===== src/rtl/cic_pkg.sv =====
package cic_pkg;
  // Threshold floor: a zero limit behaves as one
  function automatic int unsigned at_least_one(input int unsigned v);
    return (v == 0) ? 1 : v;
  endfunction

  // Pending-count update: saturating add, floored subtract, hold on collision
  function automatic int unsigned pend_step(input int unsigned cur, input logic inc,
                                            input logic dec, input int unsigned cap);
    if (inc && !dec) return (cur >= cap) ? cap : cur + 1;
    if (dec && !inc) return (cur == 0) ? 0 : cur - 1;
    return cur;
  endfunction
endpackage


===== src/rtl/cic_pend_counter.sv =====
module cic_pend_counter #(
  parameter int RING_EXP = 9,
  localparam int DEPTH = 1 << RING_EXP,
  localparam int PW = RING_EXP + 1
) (
  input  logic          clk,
  input  logic          rst_n,
  input  logic          inc,
  input  logic          dec,
  output logic [PW-1:0] level
);
  import cic_pkg::*;

  logic [PW-1:0] level_q;
  logic [PW-1:0] level_n;

  always_comb level_n = PW'(pend_step(32'(level_q), inc, dec, DEPTH));

  always_ff @(posedge clk) begin
    if (!rst_n) level_q <= '0;
    else        level_q <= level_n;
  end

  assign level = level_q;
endmodule


===== src/rtl/cic_tick_timer.sv =====
module cic_tick_timer #(
  parameter int PRE_W = 6,
  parameter int TW = 16
) (
  input  logic             clk,
  input  logic             rst_n,
  input  logic             run,
  input  logic             clear,
  input  logic [TW-1:0]    limit,
  output logic             expire,
  output logic [PRE_W-1:0] pre,
  output logic [TW-1:0]    ticks
);
  logic [PRE_W-1:0] pre_q;
  logic [TW-1:0]    ticks_q;
  logic             tick_edge;

  assign tick_edge = run && (&pre_q);
  assign expire    = tick_edge && (ticks_q >= limit - TW'(1));

  always_ff @(posedge clk) begin
    if (!rst_n || clear || !run) begin
      pre_q   <= '0;
      ticks_q <= '0;
    end else begin
      pre_q <= pre_q + PRE_W'(1);
      if (tick_edge && !(&ticks_q)) ticks_q <= ticks_q + TW'(1);
    end
  end

  assign pre   = pre_q;
  assign ticks = ticks_q;
endmodule


===== src/rtl/cic_irq_latch.sv =====
module cic_irq_latch (
  input  logic clk,
  input  logic rst_n,
  input  logic raise,
  input  logic ack,
  output logic irq
);
  logic irq_q;

  always_ff @(posedge clk) begin
    if (!rst_n)     irq_q <= 1'b0;
    else if (ack)   irq_q <= 1'b0;
    else if (raise) irq_q <= 1'b1;
  end

  assign irq = irq_q;
endmodule


===== src/rtl/cmpl_irq_coalescer.sv =====
module cmpl_irq_coalescer #(
  parameter int RING_EXP = 9,
  parameter int CNT_W = 8,
  parameter int TIME_W = 16,
  parameter int PRESCALE_LOG2 = 6
) (
  input  logic              clk,
  input  logic              rst_n,
  input  logic              coal_en,
  input  logic [CNT_W-1:0]  cnt_limit,
  input  logic [TIME_W-1:0] tick_limit,
  input  logic              job_done,
  input  logic              sw_retire,
  input  logic              irq_ack,
  output logic              irq
);
  import cic_pkg::*;

  localparam int DEPTH = 1 << RING_EXP;
  localparam int PW = RING_EXP + 1;
  localparam int CMP_W = ((CNT_W > PW) ? CNT_W : PW) + 1;

  logic [PW-1:0]            pend_level;
  logic [CNT_W-1:0]         cnt_eff;
  logic [TIME_W-1:0]        tick_eff;
  logic [CMP_W-1:0]         pend_x;
  logic [CMP_W-1:0]         thr_x;
  logic                     count_hit;
  logic                     time_hit;
  logic                     timer_run;
  logic                     raise;
  logic [PRESCALE_LOG2-1:0] pre_cnt;
  logic [TIME_W-1:0]        tick_cnt;

  assign cnt_eff  = CNT_W'(at_least_one(32'(cnt_limit)));
  assign tick_eff = TIME_W'(at_least_one(32'(tick_limit)));

  cic_pend_counter #(.RING_EXP(RING_EXP)) u_pend (
    .clk(clk), .rst_n(rst_n), .inc(job_done), .dec(sw_retire), .level(pend_level)
  );

  assign pend_x    = CMP_W'(pend_level);
  assign thr_x     = CMP_W'(cnt_eff);
  assign count_hit = coal_en && (thr_x < CMP_W'(DEPTH)) && (pend_x >= thr_x);
  assign timer_run = coal_en && (pend_level != '0);

  cic_tick_timer #(.PRE_W(PRESCALE_LOG2), .TW(TIME_W)) u_timer (
    .clk(clk), .rst_n(rst_n), .run(timer_run), .clear(raise), .limit(tick_eff),
    .expire(time_hit), .pre(pre_cnt), .ticks(tick_cnt)
  );

  assign raise = !irq_ack && (coal_en ? (count_hit || time_hit) : job_done);

  cic_irq_latch u_irq (
    .clk(clk), .rst_n(rst_n), .raise(raise), .ack(irq_ack), .irq(irq)
  );
endmodule


===== config.mk =====
export PLATFORM = sky130hd
export DESIGN_NAME = cmpl_irq_coalescer
export DESIGN_NICKNAME = d
export VERILOG_FILES = /design/src/rtl/cic_pkg.sv /design/src/rtl/cic_pend_counter.sv /design/src/rtl/cic_tick_timer.sv /design/src/rtl/cic_irq_latch.sv /design/src/rtl/cmpl_irq_coalescer.sv
export SDC_FILE = /design/constraint.sdc
export NUM_CORES = 1
export LEC_CHECK = 0
export BUFFER_PORTS_ARGS = -buffer_cell sky130_fd_sc_hd__buf_2
export CORE_ASPECT_RATIO = 1.4
export CORE_MARGIN = 5
export CORE_UTILIZATION = 45
export DETAILED_ROUTE_END_ITERATION = 7
export PLACE_DENSITY = 0.66
export SLEW_MARGIN = 20
export SYNTH_ARGS = -nofsm -noshare
export SYNTH_HDL_FRONTEND = slang
export SYNTH_HIERARCHICAL = 1
export SYNTH_SLANG_ARGS = --single-unit

===== constraint.sdc =====
create_clock -name clk -period 4.07 [get_ports clk]
set_input_delay 0.6105 -clock clk [delete_from_list [all_inputs] [get_ports clk]]
set_output_delay 0.6105 -clock clk [all_outputs]
set_load 0.01 [all_outputs]

==> impl_metrics.tcl, run 1 <==
set metrics [dict create \
    status "complete, no violations" \
    cp_max_fo 5 \
    skew_ns 0.009952 \
    track_usage_pct 16.70 \
    drtAntennaViolNets 0 \
    slew_viol_final 0 \
    grt_max_degree 23 \
    grt_pass1_vias 2539 \
    period_share_pct 97.04 \
    via_count 2768 \
    synth_warnings 6 \
    htree_levels 2 \
    max_freq_ghz 0.2532 \
    ys.flop_type "dfxtp_1" \
    hold_violations 0 \
    ys_ff_latch 33 \
    final_util_pct 57.40 \
    power.total_w 0.0008309 \
    nets 469 \
    root_buffer "clkbuf_8" \
    internal_power_w 0.0005922 \
    clock-sinks 33 \
    initial_utilization_pct 46.00 \
    worst_pin_slew_ns 0.8579 \
    drive_gt1_share_pct 25.92 \
    fillCellCount 557 \
    path_clk_slew_ns 0.07 \
    io_pins 31 \
    synth_area_leaders "dfxtp_1, ha_1, xnor2_1" \
    port_buffers 30 \
    insertedDiodeCount 0 \
    synth_common_cells "dfxtp_1, nor2_1, ha_1" \
    p_clk_share_pct 38.7 \
    die_w_um 77.12 \
    worstSetupEndpointType "flop" \
    gp_congestion 0.9209 \
    dp_hpwl_um 5457 \
    synth_top_cell_area_share_pct 23.28 \
    power_frac_seq_pct 40.4 \
    switching_share_pct 28.72 \
    worstPathArrival_ns 4.13 \
    cap_viol_max_count 0 \
    syn_area_per_cell_um2 7.649 \
    firstDrtPassIters 4 \
    rows 34 \
    p_leak_nw 1.357 \
    dpl_worst_slack_ns -0.3371 \
    crit_required_ns 4.25 \
    hold_class "reg -> reg" \
    grt_pass1_wl_um 11340 \
    yosysMostFrequentCell "dfxtp_1" \
    wl_um 7186 \
    comb_power_share_pct 20.9 \
    dieArea_mm2 0.008017 \
    fp.coreArea_mm2 0.006168 \
    grt-ovfl-total 0 \
    clk_path_buf_depth 2 \
    clk-insertion-delay-late_ns 0.29 \
    seq_area_frac_synth_pct 23.28 \
    antenna_found_initial 0 \
    synth.largest_area_cell "dfxtp_1" \
    fin_hold_ws_ns 0.4761 \
    setup_viol 0 \
    relSlewSlack_pct 42.28 \
    synth-async-reset-ratio_pct 0 \
    dieHeight_um 104.0 \
    rsz0062_at_grt "yes" \
    syn-num-nets 432 \
    syn-instance-count 371 \
    via_per_inst 5.755 \
    synth-edff-count 0 \
    crit_type "in -> reg" \
    min_period_ns 3.950 \
    drtIter0Drc 110 \
    cts_buffers 5 \
    cts_tree "yes" \
    setup_tns_ns 0 \
    ctsHoldBuffers 0 \
    p_sw_w 0.0002386 \
    layout_setup_ws_ns 0.1203 \
    syn_to_final_growth_pct 24.78 \
    netlist-cell-type-count 53 \
    irDropWorstVdd_v 0.0001842 \
    wl_per_cell_um 14.94 \
    syn-cell-area_mm2 0.002838 \
    drc 0 \
    power_density_mw_per_mm2 234.6 \
    start_kind "primary input" \
]
[cells by family after synthesis]
kind of cell               Yosys count  share of synthesized area (%)
muxes                                4                          1.455
adders and majority gates           31                          13.67
and+or+nand+nor                    158                          30.73
DFF                                 33                          23.28
buffers and inverters               50                          6.922
xor gates and xnor gates            28                          8.642
AOI/OAI and AO/OA                   67                          15.30
[worst max-delay path, stage by stage]
cell,delay [ns]
buf_8,0.08
nor4_4,0.04
a41o_1,0.24
inv_2,0.08
ha_4,0.12
or4b_4,0.47
nor3_4,0.23
buf_6,0.14
nand2_4,0.05
xor2_2,0.19
ha_1,0.29
nand4_1,0.15
nor4_2,0.33
a221oi_2,0.10
a21oi_1,0.19
nor2_1,0.06
nand2_1,0.08
a211oi_2,0.04
a311oi_2,0.26
or2_4,0.20
buf_6,0.14
nor2_2,0.04
[final cells by class]
| cell class | instances | area, µm² | share of cell area, % |
|---|---|---|---|
| timing repair buffer | 58 | 451.7 | 12.76 |
| multi-input combinational | 288 | 2141 | 60.46 |
| tap | 72 | 90.09 | 2.544 |
| clock buffer | 5 | 68.82 | 1.943 |
| clock inverter | 3 | 46.29 | 1.307 |
| inverter | 22 | 82.58 | 2.332 |
| sequential | 33 | 660.6 | 18.66 |
[layer usage]
layer	vias up	share of wire [%]	track usage, %
met5	-	0	0
met4	0	2.4	5.405
met3	15	3.3	2.600
met2	70	54	31.59
met1	1258	40	18.52
li1	1425	-	-
[through the flow]
| step | cells | area (µm²) |
|---|---|---|
| 2_1_floorplan | 371 | 2899 |
| 3_3_place_gp | 471 | 3207 |
| 3_5_place_dp | 471 | 3207 |
| 4_1_cts | 479 | 3322 |
| 5_1_grt | 481 | 3541 |
| 6_report | 481 | 3541 |
[final timing paths]
check / start / end / slack [ns] / depth (start not counted)
worst max-delay path: tick_limit[10] / u_timer/pre[4] / 0.12 / 22
worst min-delay path: u_timer/pre[0] / u_timer/pre[0] / 0.48 / 1
worst max register to register: u_timer/ticks[0] / u_timer/ticks[7] / 1.14 / 14
worst min register to register: u_timer/pre[0] / u_timer/pre[0] / 0.48 / 1
[state kept, by name, indices dropped and copies added (netlist names)]
| register | flops |
|---|---|
| u_timer/pre | 6 |
| u_irq/irq | 1 |
| u_pend/level | 10 |
| u_timer/ticks | 16 |
[power by group through the flow]
stage	Combinational (W)	Sequential [W]	Clock [W]
3_5_place_dp	0.000153	0.000343	0
6_report	0.000174	0.000335	0.000322
3_3_place_gp	0.000151	0.000343	0
4_1_cts	0.000154	0.000335	0.000329
5_1_grt	0.000192	0.000337	0.000347
2_1_floorplan	0.000103	0.000339	0
[cells in the final DEF (no fill, tap or decap), types with 4 or more instances in the layout]
master    count
a31oi_1       6
nand3_1      18
buf_4        25
inv_1        21
or3_1         5
dfxtp_1      33
nand2b_1      6
nor3_1       11
xor2_1        7
nor4_2        4
a21oi_1      20
o21ai_0      13
buf_2        19
ha_1         30
nand4_1       8
buf_6        11
xnor2_1      20
nor4_1       18
nor2_1       25
nand2_1      24
o211ai_1      4
nor2_2        5
clkbuf_8      5
or4_1         4
[what timing repair did]
item / in CTS / in global routing
endpoints found under the setup margin: 20 / 23
gates cloned: 0 / 0
buffers inserted: 0 / 2
gates resized for setup: 0 / 41
hold endpoints to repair: 0 / 0
pin swaps: 1 / 9
Power figures use the tool's default switching activity.
==> run 2, diff against run 1 <==
--- a/config.mk
+++ b/config.mk
@@ -8,9 +8,8 @@
 export BUFFER_PORTS_ARGS = -buffer_cell sky130_fd_sc_hd__buf_2
 export CORE_ASPECT_RATIO = 1.4
 export CORE_MARGIN = 5
-export CORE_UTILIZATION = 45
+export CORE_UTILIZATION = 30
 export DETAILED_ROUTE_END_ITERATION = 7
-export PLACE_DENSITY = 0.66
 export SLEW_MARGIN = 20
 export SYNTH_ARGS = -nofsm -noshare
 export SYNTH_HDL_FRONTEND = slang
==> impl_metrics.tcl, run 2 (synthesized netlist as in run 1, its figures left out) <==
set metrics [dict create \
    status "complete, but fails checks" \
    violations "setup timing" \
    dieArea_mm2 0.01153 \
    fillCellCount 936 \
    rows 42 \
    wl_per_cell_um 14.92 \
    cap_viol_max_count 0 \
    final_cell_mix "dfxtp_1, ha_1, buf_4, nand2_1" \
    skew_ns 0.004734 \
    initial_utilization_pct 30.34 \
    relSlewSlack_pct 53.37 \
    clk_path_buf_depth 2 \
    register_area_um2 660.6 \
    endpoint "u_timer/ticks[7]" \
    largest_reg_flops 16 \
    drtIter0Drc 124 \
    hold_class "reg -> reg" \
    setup_viol 14 \
    hold_violations 0 \
    gp_congestion 0.8798 \
    root_buffer "clkbuf_16" \
    power.total_w 0.001007 \
    p_leak_nw 1.393 \
    insertedDiodeCount 0 \
    htree_levels 2 \
    layout_setup_ws_ns -0.1097 \
    dieHeight_um 125.1 \
    slew_viol_final 0 \
    port_buffers 30 \
    multi_input_area_mm2 0.002151 \
    cts_tree "yes" \
    placedCellCount 508 \
    die_w_um 92.20 \
    track_usage_pct 13.03 \
    clock-sinks 33 \
    ff2ff_path_depth 14 \
    rsz0062_at_grt "yes" \
    cts_buffers 5 \
    crit_required_ns 4.29 \
    crit_type "in -> reg" \
    start_kind "primary input" \
    grt_max_degree 23 \
    worstPathArrival_ns 4.40 \
    grt_pass1_vias 2752 \
    clk-insertion-delay-late_ns 0.28 \
    firstDrtPassIters 6 \
    min_period_ns 4.180 \
    crit_path_start "tick_limit[10]" \
    power_density_mw_per_mm2 273.2 \
    via_count 2826 \
    path_clk_slew_ns 0.06 \
    regToRegEndpoint "u_timer/ticks[7]" \
    antenna_found_initial 0 \
    drtAntennaViolNets 0 \
    io_pins 31 \
    syn_to_final_growth_pct 29.94 \
    layout_commonest_cell "dfxtp_1" \
    drc 0 \
    final_util_pct 39.42 \
    dp_hpwl_um 5901 \
    via_per_inst 5.424 \
    grt-ovfl-total 0 \
    worstSetupEndpointType "flop" \
    stdcell_count 521 \
    irDropWorstVdd_v 0.0001552 \
    fp.coreArea_mm2 0.009354 \
    worst_pin_slew_ns 0.6981 \
    period_share_pct 102.7 \
    grt_pass1_wl_um 12540 \
    wl_um 7774 \
    r2r_start "u_timer/ticks[0]" \
    nets 471 \
    drive_gt1_share_pct 27.25 \
    cp_max_fo 5 \
    max_freq_ghz 0.2393 \
    r2r_slack_ns 1.08 \
]
==> run 2: cell count changes in the layout (fill, tap and decap cells not counted), sizes merged <==
cell      before  now
bufinv         1    2
clkinvlp       1    0
buf           58   60
==> run 2: worst max-delay path: stages <==
cell and delay [ns]:
buf_8 0.08, nor4_4 0.03, a41o_1 0.26, inv_2 0.09, ha_4 0.13, or4b_4 0.48
nor3_4 0.16, nand2_2 0.10, nor4_4 0.29, xnor2_1 0.15, ha_1 0.29, nand4_1 0.15
nor4_2 0.07, a221oi_2 0.26, a21oi_2 0.09, nor2_1 0.11, nand2_1 0.07, a211oi_2 0.21
a311oi_2 0.13, or2_4 0.30, a211o_1 0.28, nand2_1 0.06
==> run 2: worst min-delay path by stage <==
| stage | from | end | slack (ns) | cells after the start |
|---|---|---|---|---|
| after floorplan | u_timer/pre[0] | u_timer/pre[0] | 0.43 | 1 |
| after global routing | u_timer/pre[0] | u_timer/pre[0] | 0.51 | 1 |
| final | u_timer/pre[0] | u_timer/pre[0] | 0.48 | 1 |
| after CTS | u_timer/pre[0] | u_timer/pre[0] | 0.48 | 1 |
| after detailed placement | u_timer/pre[0] | u_timer/pre[0] | 0.46 | 1 |
| after global placement | u_timer/pre[0] | u_timer/pre[0] | 0.46 | 1 |
==> run 2: cell type report <==
class                           count  share of cell area [%]
Tap cell                          110                   3.733
Clock buffer                        5                   3.393
Inverter                           22                   2.240
Clock inverter                      3                   1.765
Sequential cell                    33                   17.92
Multi-Input combinational cell    288                   58.33
Timing Repair Buffer               60                   12.62
==> run 2: report_power, final <==
group | leakage, nW | switching (W) | total (W) | internal, W
logic | 1.03 | 0.0000954 | 0.000178 | 0.0000826
clock network | 0.0938 | 0.000143 | 0.000493 | 0.000350
registers | 0.266 | 0.00000914 | 0.000337 | 0.000327
==> run 2: through the flow <==
step                      hold WS (ns)  instance area [µm²]  setup WS, ns  setup TNS, ns
after floorplan                 0.4299                 2899      -0.05622        -0.8796
after global placement          0.4565                 3259       -0.3161         -6.100
after detailed placement        0.4621                 3259       -0.3728         -7.497
after CTS                       0.4757                 3450       0.01737              0
after global routing            0.5093                 3687       -0.3667         -5.640
final                           0.4776                 3687       -0.1097        -0.4285
==> run 2: layer usage <==
metal / global-route usage (%) / share of wire (%)
met5: 0 / 0
met4: 4.724 / 2.1
met3: 1.923 / 4.3
met2: 24.01 / 52
met1: 15.02 / 42
==> run 2: repair_timing <==
item                       in CTS  in global routing
setup endpoints to repair      20                 23
hold buffers                    0                  0
setup buffers                   0                  6
gates resized for setup         0                 44
pin swaps                       1                 19
==> run 3, diff against run 2 <==
==> constraint.sdc (replaced) <==
create_clock -name clk -period 3.8 [get_ports clk]
set_input_delay 0.57 -clock clk [delete_from_list [all_inputs] [get_ports clk]]
set_output_delay 0.57 -clock clk [all_outputs]
set_load 0.01 [all_outputs]
==> impl_metrics.tcl, run 3 (synthesized netlist as in run 1, its figures left out) <==
set metrics [dict create \
    drive_gt1_share_pct 24.94 \
    irDropWorstVdd_v 0.0001475 \
    period_share_pct 101.6 \
    initial_utilization_pct 30.34 \
    ctsHoldBuffers 0 \
    power_frac_seq_pct 35.2 \
    nets 473 \
    p_leak_nw 1.390 \
    cts_buffers 5 \
    placedCellCount 508 \
    die_w_um 92.20 \
    htree_levels 2 \
    rsz0062_at_grt "yes" \
    drtIter0Drc 220 \
    firstDrtPassIters 5 \
    cts_tree "yes" \
    hold_violations 0 \
    register_area_um2 660.6 \
    dieArea_mm2 0.01153 \
    slew_viol_final 0 \
    drtAntennaViolNets 0 \
    worstSetupEndpointType "flop" \
    grt-ovfl-total 0 \
    wl_per_cell_um 14.51 \
    root_buffer "clkbuf_16" \
    layout_commonest_cell "dfxtp_1" \
    fp.coreArea_mm2 0.009354 \
    clk-insertion-delay-late_ns 0.28 \
    cap_viol_max_count 0 \
    io_pins 31 \
    cp_cell_sequence "buf_6, nor4_4, a41o_1, inv_2, ha_4, or4b_4, nor3_4, buf_4, nand2_2, xor2_1, ha_1, nand4_1, nor4_2, a221oi_2, a21oi_1, nor2_1, nand2_1, a211oi_2, a311oi_2, or2_4, buf_4, nor2_1" \
    path_delay_family "simple AND/OR/NAND/NOR gates" \
    dp_hpwl_um 5711 \
    path_clk_slew_ns 0.05 \
    clk_path_buf_depth 2 \
    layout_setup_ws_ns -0.06040 \
    gp_congestion 0.9150 \
    internal_power_w 0.0007684 \
    rows 42 \
    syn_to_final_growth_pct 28.31 \
    power.total_w 0.001025 \
    violations "setup timing" \
    hold_class "reg -> reg" \
    multi_input_area_mm2 0.002111 \
    design_area_mm2 0.003641 \
    final_cell_mix "dfxtp_1, nor2_1, buf_4, ha_1, nand2_1" \
    placed_area_mm2 0.003259 \
    max_freq_ghz 0.2590 \
    p_sw_w 0.0002567 \
    fillCellCount 923 \
    min_period_ns 3.860 \
    worstPathArrival_ns 4.03 \
    crit_required_ns 3.97 \
    worst_pin_slew_ns 0.6727 \
    crit_type "in -> reg" \
    grt_pass1_vias 2824 \
    status "complete, but fails checks" \
    power_density_mw_per_mm2 281.6 \
    comb_power_share_pct 18.5 \
    dieHeight_um 125.1 \
    track_usage_pct 13.05 \
    largest_reg_flops 16 \
    crit_slowest_cell "or4b_4" \
    grt_max_degree 23 \
    skew_ns 0.008849 \
    antenna_found_initial 0 \
    via_per_inst 5.495 \
    clock-sinks 33 \
    start_kind "primary input" \
    setup_viol 22 \
    slowest_delay_ns 0.48 \
    port_buffers 30 \
    stdcell_count 523 \
    drc 0 \
    switching_share_pct 25.04 \
    cp_max_fo 6 \
    crit_buf_inv 4 \
    grt_pass1_wl_um 12650 \
    wl_um 7588 \
    p_clk_share_pct 46.3 \
    via_count 2874 \
    dpl_worst_slack_ns -0.6763 \
    insertedDiodeCount 0 \
    relSlewSlack_pct 55.16 \
    setup_tns_ns -1.009 \
]
==> run 3: cell types whose count changed in the layout (fill, tap and decap cells not counted), sizes merged <==
| cell | delta |
|---|---|
| buf | +2 |
| clkbuf | +2 |
| bufinv | -1 |
| clkinv | -1 |
==> run 3: layout make-up <==
type	count	area share (%)
well taps	110	3.780
clock inverters	1	0.8247
multi-input cells	288	57.97
repair buffers	62	13.09
flip-flops and latches	33	18.14
inverters	22	2.268
clock buffers	7	3.918
==> run 3: stage by stage <==
stage / utilization, % / hold WS, ns
2_1_floorplan: - / 0.4299
3_3_place_gp: 34.84 / 0.4631
3_5_place_dp: 34.84 / 0.4733
4_1_cts: 38.74 / 0.4854
5_1_grt: 38.92 / 0.5200
6_report: 38.92 / 0.4743
==> run 3: what timing repair did <==
action,CTS,global route
endpoints found under the setup margin,23,23
gates resized for setup,25,4
setup buffers,7,0
pin swaps,8,2
==> run 3: routing by layer <==
metal  track usage [%]  share of wire [%]  up-vias  wire length (µm)
li1                  -                  -     1439                 -
met1             14.92                 42     1328              3190
met2             24.66                 52       88              3945
met3             1.683                3.9       19               299
met4             4.199                2.0        0               153
met5                 0                  0        -                 0
==> run 3: power by group through the flow <==
stage	Combinational [W]	Clock, W	Sequential [W]
detailed placement	0.000168	0	0.000368
global placement	0.000166	0	0.000367
floorplan	0.000111	0	0.000363
finish	0.000190	0.000475	0.000361
CTS	0.000187	0.000487	0.000360
global route	0.000210	0.000501	0.000361
==> run 3: final timing paths <==
| kind | from | end | slack (ns) | cells past startpoint |
|---|---|---|---|---|
| max | tick_limit[13] | u_timer/ticks[0] | -0.06 | 22 |
| min | u_timer/pre[0] | u_timer/pre[0] | 0.47 | 1 |
| max reg2reg | u_timer/ticks[0] | u_timer/ticks[7] | 0.94 | 14 |
| min reg2reg | u_timer/pre[0] | u_timer/pre[0] | 0.47 | 1 |
